File: config.mk
export PLATFORM = sky130hd
export DESIGN_NAME = rxPktHandler
export DESIGN_NICKNAME = d
export VERILOG_FILES = /design/src/rtl/rxPktPkg.sv /design/src/rtl/rxPktDatapath.sv /design/src/rtl/rxPktControl.sv /design/src/rtl/rxPktHandler.sv
export SDC_FILE = /design/constraint.sdc
export NUM_CORES = 1
export LEC_CHECK = 0
export BUFFER_PORTS_ARGS = -buffer_cell sky130_fd_sc_hd__buf_2
export CAP_MARGIN = 20
export CORE_MARGIN = 2
export CORE_UTILIZATION = 66
export CTS_CLUSTER_DIAMETER = 120
export DETAILED_ROUTE_END_ITERATION = 10
export HOLD_SLACK_MARGIN = 0.08
export PLACE_DENSITY = 0.8
export SETUP_SLACK_MARGIN = 0.4
export SLEW_MARGIN = 20
export SYNTH_ARGS = -nofsm -noshare
export SYNTH_HDL_FRONTEND = slang
export SYNTH_HIERARCHICAL = 1
export SYNTH_SLANG_ARGS = --single-unit
File: constraint.sdc
create_clock -name clk -period 14 [get_ports clk]
set_clock_uncertainty 0.15 [all_clocks]
set_input_delay 1.4 -clock clk [delete_from_list [all_inputs] [get_ports clk]]
set_output_delay 1.4 -clock clk [all_outputs]
set_load 0.02 [all_outputs]
File: src/rtl/rxPktPkg.sv
package rxPktPkg;

  typedef enum logic [1:0] {
    SEL_IN   = 2'd0,
    SEL_RSSI = 2'd1,
    SEL_STAT = 2'd2
  } wrSelT;

  typedef enum logic [3:0] {
    ST_IDLE   = 4'd0,
    ST_LISTEN = 4'd1,
    ST_LEN    = 4'd2,
    ST_PAY    = 4'd3,
    ST_CHI    = 4'd4,
    ST_CLO    = 4'd5,
    ST_ST1    = 4'd6,
    ST_ST2    = 4'd7,
    ST_DONE   = 4'd8,
    ST_DROP   = 4'd9
  } stateT;

  // Strobes from control to datapath
  typedef struct packed {
    logic  wrEn;
    wrSelT wrSel;
    logic  crcInit;
    logic  crcUpd;
    logic  crcLatchHi;
    logic  crcCheck;
    logic  loadLen;
    logic  loadFix;
    logic  decRemain;
    logic  commit;
    logic  rollback;
    logic  flushAll;
  } strobeT;

  // One byte of CRC-16, polynomial 0x8005, MSB first
  function automatic logic [15:0] crcStep(input logic [15:0] cur, input logic [7:0] dat);
    logic [15:0] c;
    logic fb;
    c = cur;
    for (int i = 7; i >= 0; i--) begin
      fb = c[15] ^ dat[i];
      c  = {c[14:0], 1'b0};
      if (fb) c = c ^ 16'h8005;
    end
    return c;
  endfunction

endpackage

File: src/rtl/rxPktDatapath.sv
module rxPktDatapath
  import rxPktPkg::*;
#(
  parameter int DEPTH  = 64,
  parameter int MAXVAR = 63,
  parameter int MAXFIX = 64,
  localparam int AW = $clog2(DEPTH),
  localparam int PW = AW + 1,
  localparam int CW = $clog2(DEPTH + 1)
) (
  input  logic          clk,
  input  logic          rstN,
  input  strobeT        strobe,
  input  logic [7:0]    inByte,
  input  logic [6:0]    cfgFixLen,
  input  logic          cfgAddrEn,
  input  logic [7:0]    cfgDevAddr,
  input  logic          cfgAutoFlush,
  input  logic          cfgAppend,
  input  logic [7:0]    rssiIn,
  input  logic [6:0]    lqiIn,
  input  logic          rdEn,
  output logic [7:0]    rdData,
  output logic [CW-1:0] fifoCount,
  output logic          remainLast,
  output logic          lenZero,
  output logic          fixZero,
  output logic          lenTooBig,
  output logic          fixTooBig,
  output logic          addrMiss,
  output logic          crcOk
);

  logic [7:0]    mem [DEPTH];
  logic [PW-1:0] wrPtr, rdPtr, cmtPtr;
  logic          full;
  logic          doWrite;
  logic [7:0]    wrByte;
  logic [7:0]    remain;
  logic [15:0]   crcReg;
  logic [7:0]    crcHi;
  logic [7:0]    limitVar, limitFix;

  assign full    = (wrPtr - rdPtr) == PW'(DEPTH);
  assign doWrite = strobe.wrEn && !full;

  always_comb begin
    case (strobe.wrSel)
      SEL_RSSI: wrByte = rssiIn;
      SEL_STAT: wrByte = {crcOk, lqiIn};
      default:  wrByte = inByte;
    endcase
  end

  always_ff @(posedge clk) begin
    if (doWrite) mem[wrPtr[AW-1:0]] <= wrByte;
  end

  // Pointer management: write, commit, rollback, flush
  always_ff @(posedge clk) begin
    if (!rstN) begin
      wrPtr  <= '0;
      rdPtr  <= '0;
      cmtPtr <= '0;
    end else begin
      if (strobe.rollback)  wrPtr <= cmtPtr;
      else if (doWrite)     wrPtr <= wrPtr + PW'(1);
      if (strobe.flushAll) begin
        rdPtr  <= wrPtr;
        cmtPtr <= wrPtr;
      end else begin
        if (rdEn && (cmtPtr != rdPtr)) rdPtr <= rdPtr + PW'(1);
        if (strobe.commit) cmtPtr <= wrPtr;
      end
    end
  end

  assign rdData    = mem[rdPtr[AW-1:0]];
  assign fifoCount = CW'(cmtPtr - rdPtr);

  // Byte counter
  always_ff @(posedge clk) begin
    if (!rstN)                 remain <= '0;
    else if (strobe.loadLen)   remain <= inByte;
    else if (strobe.loadFix)   remain <= {1'b0, cfgFixLen};
    else if (strobe.decRemain) remain <= remain - 8'd1;
  end

  assign limitVar   = 8'(MAXVAR) - (cfgAppend ? 8'd2 : 8'd0);
  assign limitFix   = 8'(MAXFIX) - (cfgAppend ? 8'd2 : 8'd0);
  assign remainLast = remain == 8'd1;
  assign lenZero    = inByte == 8'd0;
  assign fixZero    = cfgFixLen == 7'd0;
  assign lenTooBig  = cfgAutoFlush && (inByte > limitVar);
  assign fixTooBig  = cfgAutoFlush && ({1'b0, cfgFixLen} > limitFix);
  assign addrMiss   = cfgAddrEn && (inByte != cfgDevAddr);

  // CRC engine
  always_ff @(posedge clk) begin
    if (!rstN) begin
      crcReg <= 16'hFFFF;
      crcHi  <= '0;
      crcOk  <= 1'b0;
    end else begin
      if (strobe.crcInit) begin
        crcReg <= 16'hFFFF;
        crcOk  <= 1'b0;
      end else begin
        if (strobe.crcUpd)     crcReg <= crcStep(crcReg, inByte);
        if (strobe.crcLatchHi) crcHi  <= inByte;
        if (strobe.crcCheck)   crcOk  <= crcReg == {crcHi, inByte};
      end
    end
  end

endmodule

File: src/rtl/rxPktControl.sv
module rxPktControl
  import rxPktPkg::*;
(
  input  logic   clk,
  input  logic   rstN,
  input  logic   rxStart,
  input  logic   sopPulse,
  input  logic   inValid,
  input  logic   cfgVarLen,
  input  logic   cfgCrcEn,
  input  logic   cfgAppend,
  input  logic   cfgAutoFlush,
  input  logic   cfgStayRx,
  input  logic   remainLast,
  input  logic   lenZero,
  input  logic   fixZero,
  input  logic   lenTooBig,
  input  logic   fixTooBig,
  input  logic   addrMiss,
  input  logic   crcOk,
  output strobeT strobe,
  output logic   pktDone,
  output logic   pktDropped,
  output logic   rxActive
);

  stateT state, nextState;
  stateT afterPay, leaveTo;
  logic  firstPay;

  assign afterPay = cfgCrcEn ? ST_CHI : (cfgAppend ? ST_ST1 : ST_DONE);
  assign leaveTo  = cfgStayRx ? ST_LISTEN : ST_IDLE;

  always_ff @(posedge clk) begin
    if (!rstN) state <= ST_IDLE;
    else       state <= nextState;
  end

  always_ff @(posedge clk) begin
    if (!rstN)                  firstPay <= 1'b1;
    else if (state != ST_PAY)   firstPay <= 1'b1;
    else if (inValid)           firstPay <= 1'b0;
  end

  always_comb begin
    nextState = state;
    strobe    = '0;
    case (state)
      ST_IDLE: if (rxStart) nextState = ST_LISTEN;
      ST_LISTEN: begin
        if (sopPulse) begin
          strobe.crcInit = 1'b1;
          if (cfgVarLen) nextState = ST_LEN;
          else if (fixTooBig) nextState = ST_DROP;
          else begin
            strobe.loadFix = 1'b1;
            nextState = fixZero ? afterPay : ST_PAY;
          end
        end
      end
      ST_LEN: begin
        if (inValid) begin
          strobe.wrEn    = 1'b1;
          strobe.crcUpd  = 1'b1;
          strobe.loadLen = 1'b1;
          if (lenTooBig)    nextState = ST_DROP;
          else if (lenZero) nextState = afterPay;
          else              nextState = ST_PAY;
        end
      end
      ST_PAY: begin
        if (inValid) begin
          strobe.wrEn      = 1'b1;
          strobe.crcUpd    = 1'b1;
          strobe.decRemain = 1'b1;
          if (firstPay && addrMiss) nextState = ST_DROP;
          else if (remainLast)      nextState = afterPay;
        end
      end
      ST_CHI: begin
        if (inValid) begin
          strobe.crcLatchHi = 1'b1;
          nextState = ST_CLO;
        end
      end
      ST_CLO: begin
        if (inValid) begin
          strobe.crcCheck = 1'b1;
          nextState = cfgAppend ? ST_ST1 : ST_DONE;
        end
      end
      ST_ST1: begin
        strobe.wrEn  = 1'b1;
        strobe.wrSel = SEL_RSSI;
        nextState    = ST_ST2;
      end
      ST_ST2: begin
        strobe.wrEn  = 1'b1;
        strobe.wrSel = SEL_STAT;
        nextState    = ST_DONE;
      end
      ST_DONE: begin
        if (cfgAutoFlush && cfgCrcEn && !crcOk) strobe.flushAll = 1'b1;
        else                                    strobe.commit   = 1'b1;
        nextState = leaveTo;
      end
      ST_DROP: begin
        strobe.rollback = 1'b1;
        nextState = leaveTo;
      end
      default: nextState = ST_IDLE;
    endcase
  end

  assign pktDone    = state == ST_DONE;
  assign pktDropped = state == ST_DROP;
  assign rxActive   = state != ST_IDLE;

endmodule

File: src/rtl/rxPktHandler.sv
module rxPktHandler
  import rxPktPkg::*;
#(
  parameter int DEPTH  = 64,
  parameter int MAXVAR = 63,
  parameter int MAXFIX = 64,
  localparam int CW = $clog2(DEPTH + 1)
) (
  input  logic          clk,
  input  logic          rstN,
  input  logic          rxStart,
  input  logic          sopPulse,
  input  logic          inValid,
  input  logic [7:0]    inByte,
  input  logic          cfgVarLen,
  input  logic [6:0]    cfgFixLen,
  input  logic          cfgAddrEn,
  input  logic [7:0]    cfgDevAddr,
  input  logic          cfgCrcEn,
  input  logic          cfgAutoFlush,
  input  logic          cfgAppend,
  input  logic          cfgStayRx,
  input  logic [7:0]    rssiIn,
  input  logic [6:0]    lqiIn,
  input  logic          rdEn,
  output logic [7:0]    rdData,
  output logic [CW-1:0] fifoCount,
  output logic          pktDone,
  output logic          pktDropped,
  output logic          pktCrcOk,
  output logic          rxActive
);

  strobeT strobe;
  logic remainLast, lenZero, fixZero, lenTooBig, fixTooBig, addrMiss, crcOk;

  rxPktControl u_ctrl (
    .clk(clk), .rstN(rstN), .rxStart(rxStart), .sopPulse(sopPulse), .inValid(inValid),
    .cfgVarLen(cfgVarLen), .cfgCrcEn(cfgCrcEn), .cfgAppend(cfgAppend),
    .cfgAutoFlush(cfgAutoFlush), .cfgStayRx(cfgStayRx),
    .remainLast(remainLast), .lenZero(lenZero), .fixZero(fixZero),
    .lenTooBig(lenTooBig), .fixTooBig(fixTooBig), .addrMiss(addrMiss), .crcOk(crcOk),
    .strobe(strobe), .pktDone(pktDone), .pktDropped(pktDropped), .rxActive(rxActive)
  );

  rxPktDatapath #(.DEPTH(DEPTH), .MAXVAR(MAXVAR), .MAXFIX(MAXFIX)) u_dp (
    .clk(clk), .rstN(rstN), .strobe(strobe), .inByte(inByte), .cfgFixLen(cfgFixLen),
    .cfgAddrEn(cfgAddrEn), .cfgDevAddr(cfgDevAddr), .cfgAutoFlush(cfgAutoFlush),
    .cfgAppend(cfgAppend), .rssiIn(rssiIn), .lqiIn(lqiIn), .rdEn(rdEn),
    .rdData(rdData), .fifoCount(fifoCount), .remainLast(remainLast), .lenZero(lenZero),
    .fixZero(fixZero), .lenTooBig(lenTooBig), .fixTooBig(fixTooBig),
    .addrMiss(addrMiss), .crcOk(crcOk)
  );

  assign pktCrcOk = crcOk;

endmodule

Word-level counts from Yosys, hierarchy flattened
Memory sizes are Yosys's and may differ from the RTL's. A register that Yosys moved wholly into a read port is not among the register bits.
Index checks and enable logic that the tools add are counted.
Widths: inputs -> output; s select.

word-level totals
  bits in registers = 59
  latch bits = 0
  RAM bits = 512
  bits in read-only memories = 0
  bits of input ports = 50
  output and inout port bits = 19
  logic and storage cells = 166
  memories = 1

memories
  memory    words  bits a word  rd ports  clocked after memory_dff  wr ports  line                 text
  u_dp.mem  64     8            1         1                         1         rxPktDatapath.sv:34  logic [7:0] mem [DEPTH];

cells by class
  add/sub/neg operators = 7
  multiply operators = 0
  divide/modulo/power cells = 0
  magnitude comparators = 2
  equal/unequal tests = 24
  shift operators = 0
  multiplexer cells = 80
  bitwise gates (word level) = 18
  reduce and logical (&&, ||, !) cells = 25

operators by type and width
  cell                 count
  $mux 16              29
  $mux 4               15
  $mux 7               6
  $pmux 4 s9           1
  $mux 8               3
  $not 3->3            8
  $mux 1               20
  $eq 16x16->1         1
  $eq 4x3->1 const B   4
  $pmux 8 s2           1
  $add 7x1->7 const B  2
  $sub 7x7->7          2
  $mux 6               2
  $ne 2x2->1 const B   6
  $reduce_or 2->1      5
  $eq 4x2->1 const B   2
  $eq 4x4->1 const B   2
  $eq 8x1->1 const B   1
  $gt 7x8->1           1
  $gt 8x8->1           1
  $logic_and 1x1->1    8
  $logic_not 8->1      1
  $ne 8x8->1           1
  $sub 6x8->8 const A  1
  other kinds (22)     33

Depth between registers and ports, before layout
  word-level depth = 38
  mapped depth = 15
  gate-level depth less buffers = 14

Modules after synthesis
Netlist, hierarchy kept.

modules (own cells, without submodules)
  module         instances  cells an instance  area each (µm²)  sequential area each (µm²)
  rxPktDatapath  1          1,333              23,904.2         16,575.9
  rxPktControl   1          85                 585.6            100.1

Worst setup path before layout
Ideal clock, no wire load.

  path type = flip-flop to flip-flop
  start = register u_ctrl.state[1]
  end = memory u_dp.mem[0][0], data pin
  library setup time = 0.702 ns
  data arrival time = 4.021 ns
  data required time = 13.148 ns
  path slack = 9.127 ns
  cell stages (with the launch flop) = 8
  path buffers = 2
  clock period less this slack = 4.873 ns
  cell sequence = dfxtp_1 > clkbuf_1 > nand2_1 > nor2_1 > inv_1 > ha_1 > clkbuf_1 > o21ai_0

RTL lines
  item                      line                 text
  start: declaration        rxPktControl.sv:27   stateT state, nextState;
  start signal: assignment  rxPktControl.sv:36   else state <= nextState;
  end: declaration          rxPktDatapath.sv:34

==> results.py <==
metrics = {
    "synthesis": {
        "ys_seq_elements": 577,
        "avgSynthCellArea_um2": 17.3,
        "synth-edff-count": 512,
        "ys_dominant_reg_cell": "edfxtp_1",
        "synth_cell_types": 62,
        "syn_nets": 1494,
        "synth_async_sr_flop_share": 0,
        "synth_area_leaders": "edfxtp_1 (63%), mux4_2 (15%), dfxtp_1 (5.3%)",
        "synth_area_um2": 24500,
        "netlist_instances": 1418,
        "synth_top_cell_by_area": "edfxtp_1",
        "seq_area_frac_synth": 0.681,
        "yosysWarningCount": 6,
        "synth_top_area_frac": 0.628,
    },
    "routing": {
        "drc": 0,
        "ant_nets": 0,
        "viasPerCell": 6.86,
        "routed_wirelength_um": 58700,
        "avgRoutedWirePerCell_um": 29.4,
        "dr.pass1.iters": 5,
        "num_vias": 13700,
        "drt_iter0_drc": 1714,
    },
    "worst_setup_path": {
        "cp_data_arrival_time_ns": 4.30,
        "critPathLaunchType": "flip-flop",
        "required_ns": 12.45,
        "cp_max_fo": 66,
        "setup.worst_path.end_class": "output pin",
        "crit_type": "flip-flop to output pin",
    },
    "floorplan": {
        "die-height_um": 197,
        "io_pins": 69,
        "initial_core_util": 0.669,
        "row_count": 70,
        "core_um2": 36600,
        "die_x_um": 197,
        "dieArea_um2": 38700,
    },
    "cells_and_area": {
        "fillers": 2134,
        "nets": 1562,
        "area_growth_pct": 11.3,
        "diodes": 0,
        "final_cell_mix": "edfxtp_1 (512), mux4_2 (164), nor2_1 (90)",
        "final_area_um2": 27200,
        "final_common_cell": "edfxtp_1",
        "drive_above_1_share": 0.242,
    },
    "clocking": {
        "postCtsSetupBuffers": 0,
        "path_clk_slew_ns": 0.06,
        "cts_buffer_depth": 3,
        "clockRootBuffer": "clkbuf_16",
        "cts_made_buffers": 55,
        "cts_tree": "done",
        "h-tree-depth": 2,
        "cts_num_sinks": 577,
        "postCtsResizedCells": 0,
        "clk_latency_ns": 0.60,
        "holdBufCountCts": 0,
    },
    "global_routing": {
        "grt_usage": 0.315,
        "grt_start_max_net_pins": 67,
        "grt_util_met3": 0.0448,
        "grt_pass1_vias": 13900,
        "met1_usage": 0.426,
        "grt.busiest_layer": "met2",
        "antenna_found_initial": 2,
        "grt_overflow": 0,
        "grt_pass1_wl_um": 88300,
        "use_met2": 0.535,
    },
    "place": {
        "place_area_um2": 25400,
        "io_buffers": 68,
        "gp_routability_congestion": 0.887,
        "hpwl_um": 33700,
    },
    "job": {
        "maxCapViolations": 0,
    },
    "power_and_ir_drop": {
        "pwr_density_cell_nw_per_um2": 141,
        "p_leak_nw": 8.63,
        "ir_drop_mv": 0.100,
    },
    "sta": {
        "fin_crit_sh": 0.418,
        "finalHoldViolCount": 0,
        "min_period_ns": 5.85,
        "fmax_mhz": 171,
        "drv_slew": 0,
        "tightestPinTransition_ns": 1.12,
        "rsz0062_at_grt": "false",
        "setup_viol": 0,
        "slew_headroom": 0.248,
        "fin_setup_tns_ns": 0,
    },
    "hold_path": {
        "worst_hold_path_type": "flip-flop to flip-flop",
    },
    "status": {
        "status": "finished, final reports clean",
    },
}
-- cell type report --
| cell class | instances | area [um^2] | share of cell area |
|---|---|---|---|
| Sequential cell | 577 | 16700 | 0.612 |
| Multi-Input combinational cell | 730 | 7480 | 0.274 |
| Tap cell | 468 | 586 | 0.0215 |
| Clock inverter | 33 | 339 | 0.0124 |
| Timing Repair Buffer | 91 | 513 | 0.0188 |
| Inverter | 31 | 116 | 0.00427 |
| Clock buffer | 69 | 1530 | 0.0562 |
-- where the power goes --
part	total (mW)	leakage [nW]	switching (mW)	internal [mW]
registers	1.92	5.13	0.0343	1.89
logic	0.386	2.57	0.236	0.150
clock network	1.53	0.929	0.628	0.901
total	3.84	8.63	0.898	2.94
-- cells in the mapped netlist (6+ instances only) --
cell	count
a211oi_1	16
a21oi_1	33
a22oi_1	10
and2_1	10
and3_1	26
buf_2	17
buf_4	9
clkbuf_1	50
dfxtp_1	65
edfxtp_1	512
ha_1	25
inv_1	30
mux2i_1	22
mux4_2	164
nand2_1	62
nand2b_1	11
nand3_1	19
nand4_1	8
nor2_1	90
nor2b_1	13
nor3_1	16
o21a_1	6
o21ai_0	49
or3_1	7
xnor2_1	49
xor2_1	16
-- critical path, stage by stage, from the launching register on --
cell	delay (ns)
dfxtp_4	0.96
buf_4	0.88
mux4_2	0.46
mux4_2	0.58
mux2i_1	0.37
a21oi_1	0.20
buf_2	0.23
-- layer usage --
metal,wire length (um),up-vias
met1,21800,6983
met4,1870,2
met3,4640,134
met2,30300,796
li1,-,5792
met5,17,-
-- registers in the layout, summed over array words and instances (netlist names), named ones only --
register	cells
u_dp/remain	8
u_dp/rdPtr	7
u_ctrl/firstPay	1
u_dp/cmtPtr	7
u_dp/crcHi	8
u_dp/wrPtr	7
u_dp/crcReg	16
u_dp/mem	512
u_dp/crcOk	1
u_ctrl/state	4
-- through the flow --
| stage | instances | utilization | worst slack (ns) | total power, mW | hold WS (ns) |
|---|---|---|---|---|---|
| floorplan | 1418 | - | 9.13 | 2.23 | 0.288 |
| global placement | 1897 | 0.693 | 8.68 | 2.32 | 0.307 |
| detailed placement | 1897 | 0.693 | 8.55 | 2.33 | 0.317 |
| CTS | 1999 | 0.744 | 8.08 | 3.85 | 0.331 |
| global route | 1999 | 0.744 | 7.91 | 3.95 | 0.351 |
| finish | 1999 | 0.744 | 8.15 | 3.84 | 0.322 |
-- kinds of logic after synthesis --
group           synth area share
mux                        0.161
buf+inv                   0.0193
fa+ha+maj                 0.0136
compound gates            0.0427
simple gates              0.0582
xor+xnor                  0.0242
flops                      0.681
-- final timing paths --
kind | from | end | slack [ns] | cells after the start
setup / recovery | flip-flop | rdData[5] | 8.15 | 6
hold / removal | u_ctrl/firstPay | u_ctrl/firstPay | 0.32 | 2
setup reg to reg | u_dp/wrPtr[3] | u_dp/mem[5][3] | 9.39 | 6
hold reg to reg | u_ctrl/firstPay | u_ctrl/firstPay | 0.32 | 2
Note: power is estimated with default switching activity, not from simulation.
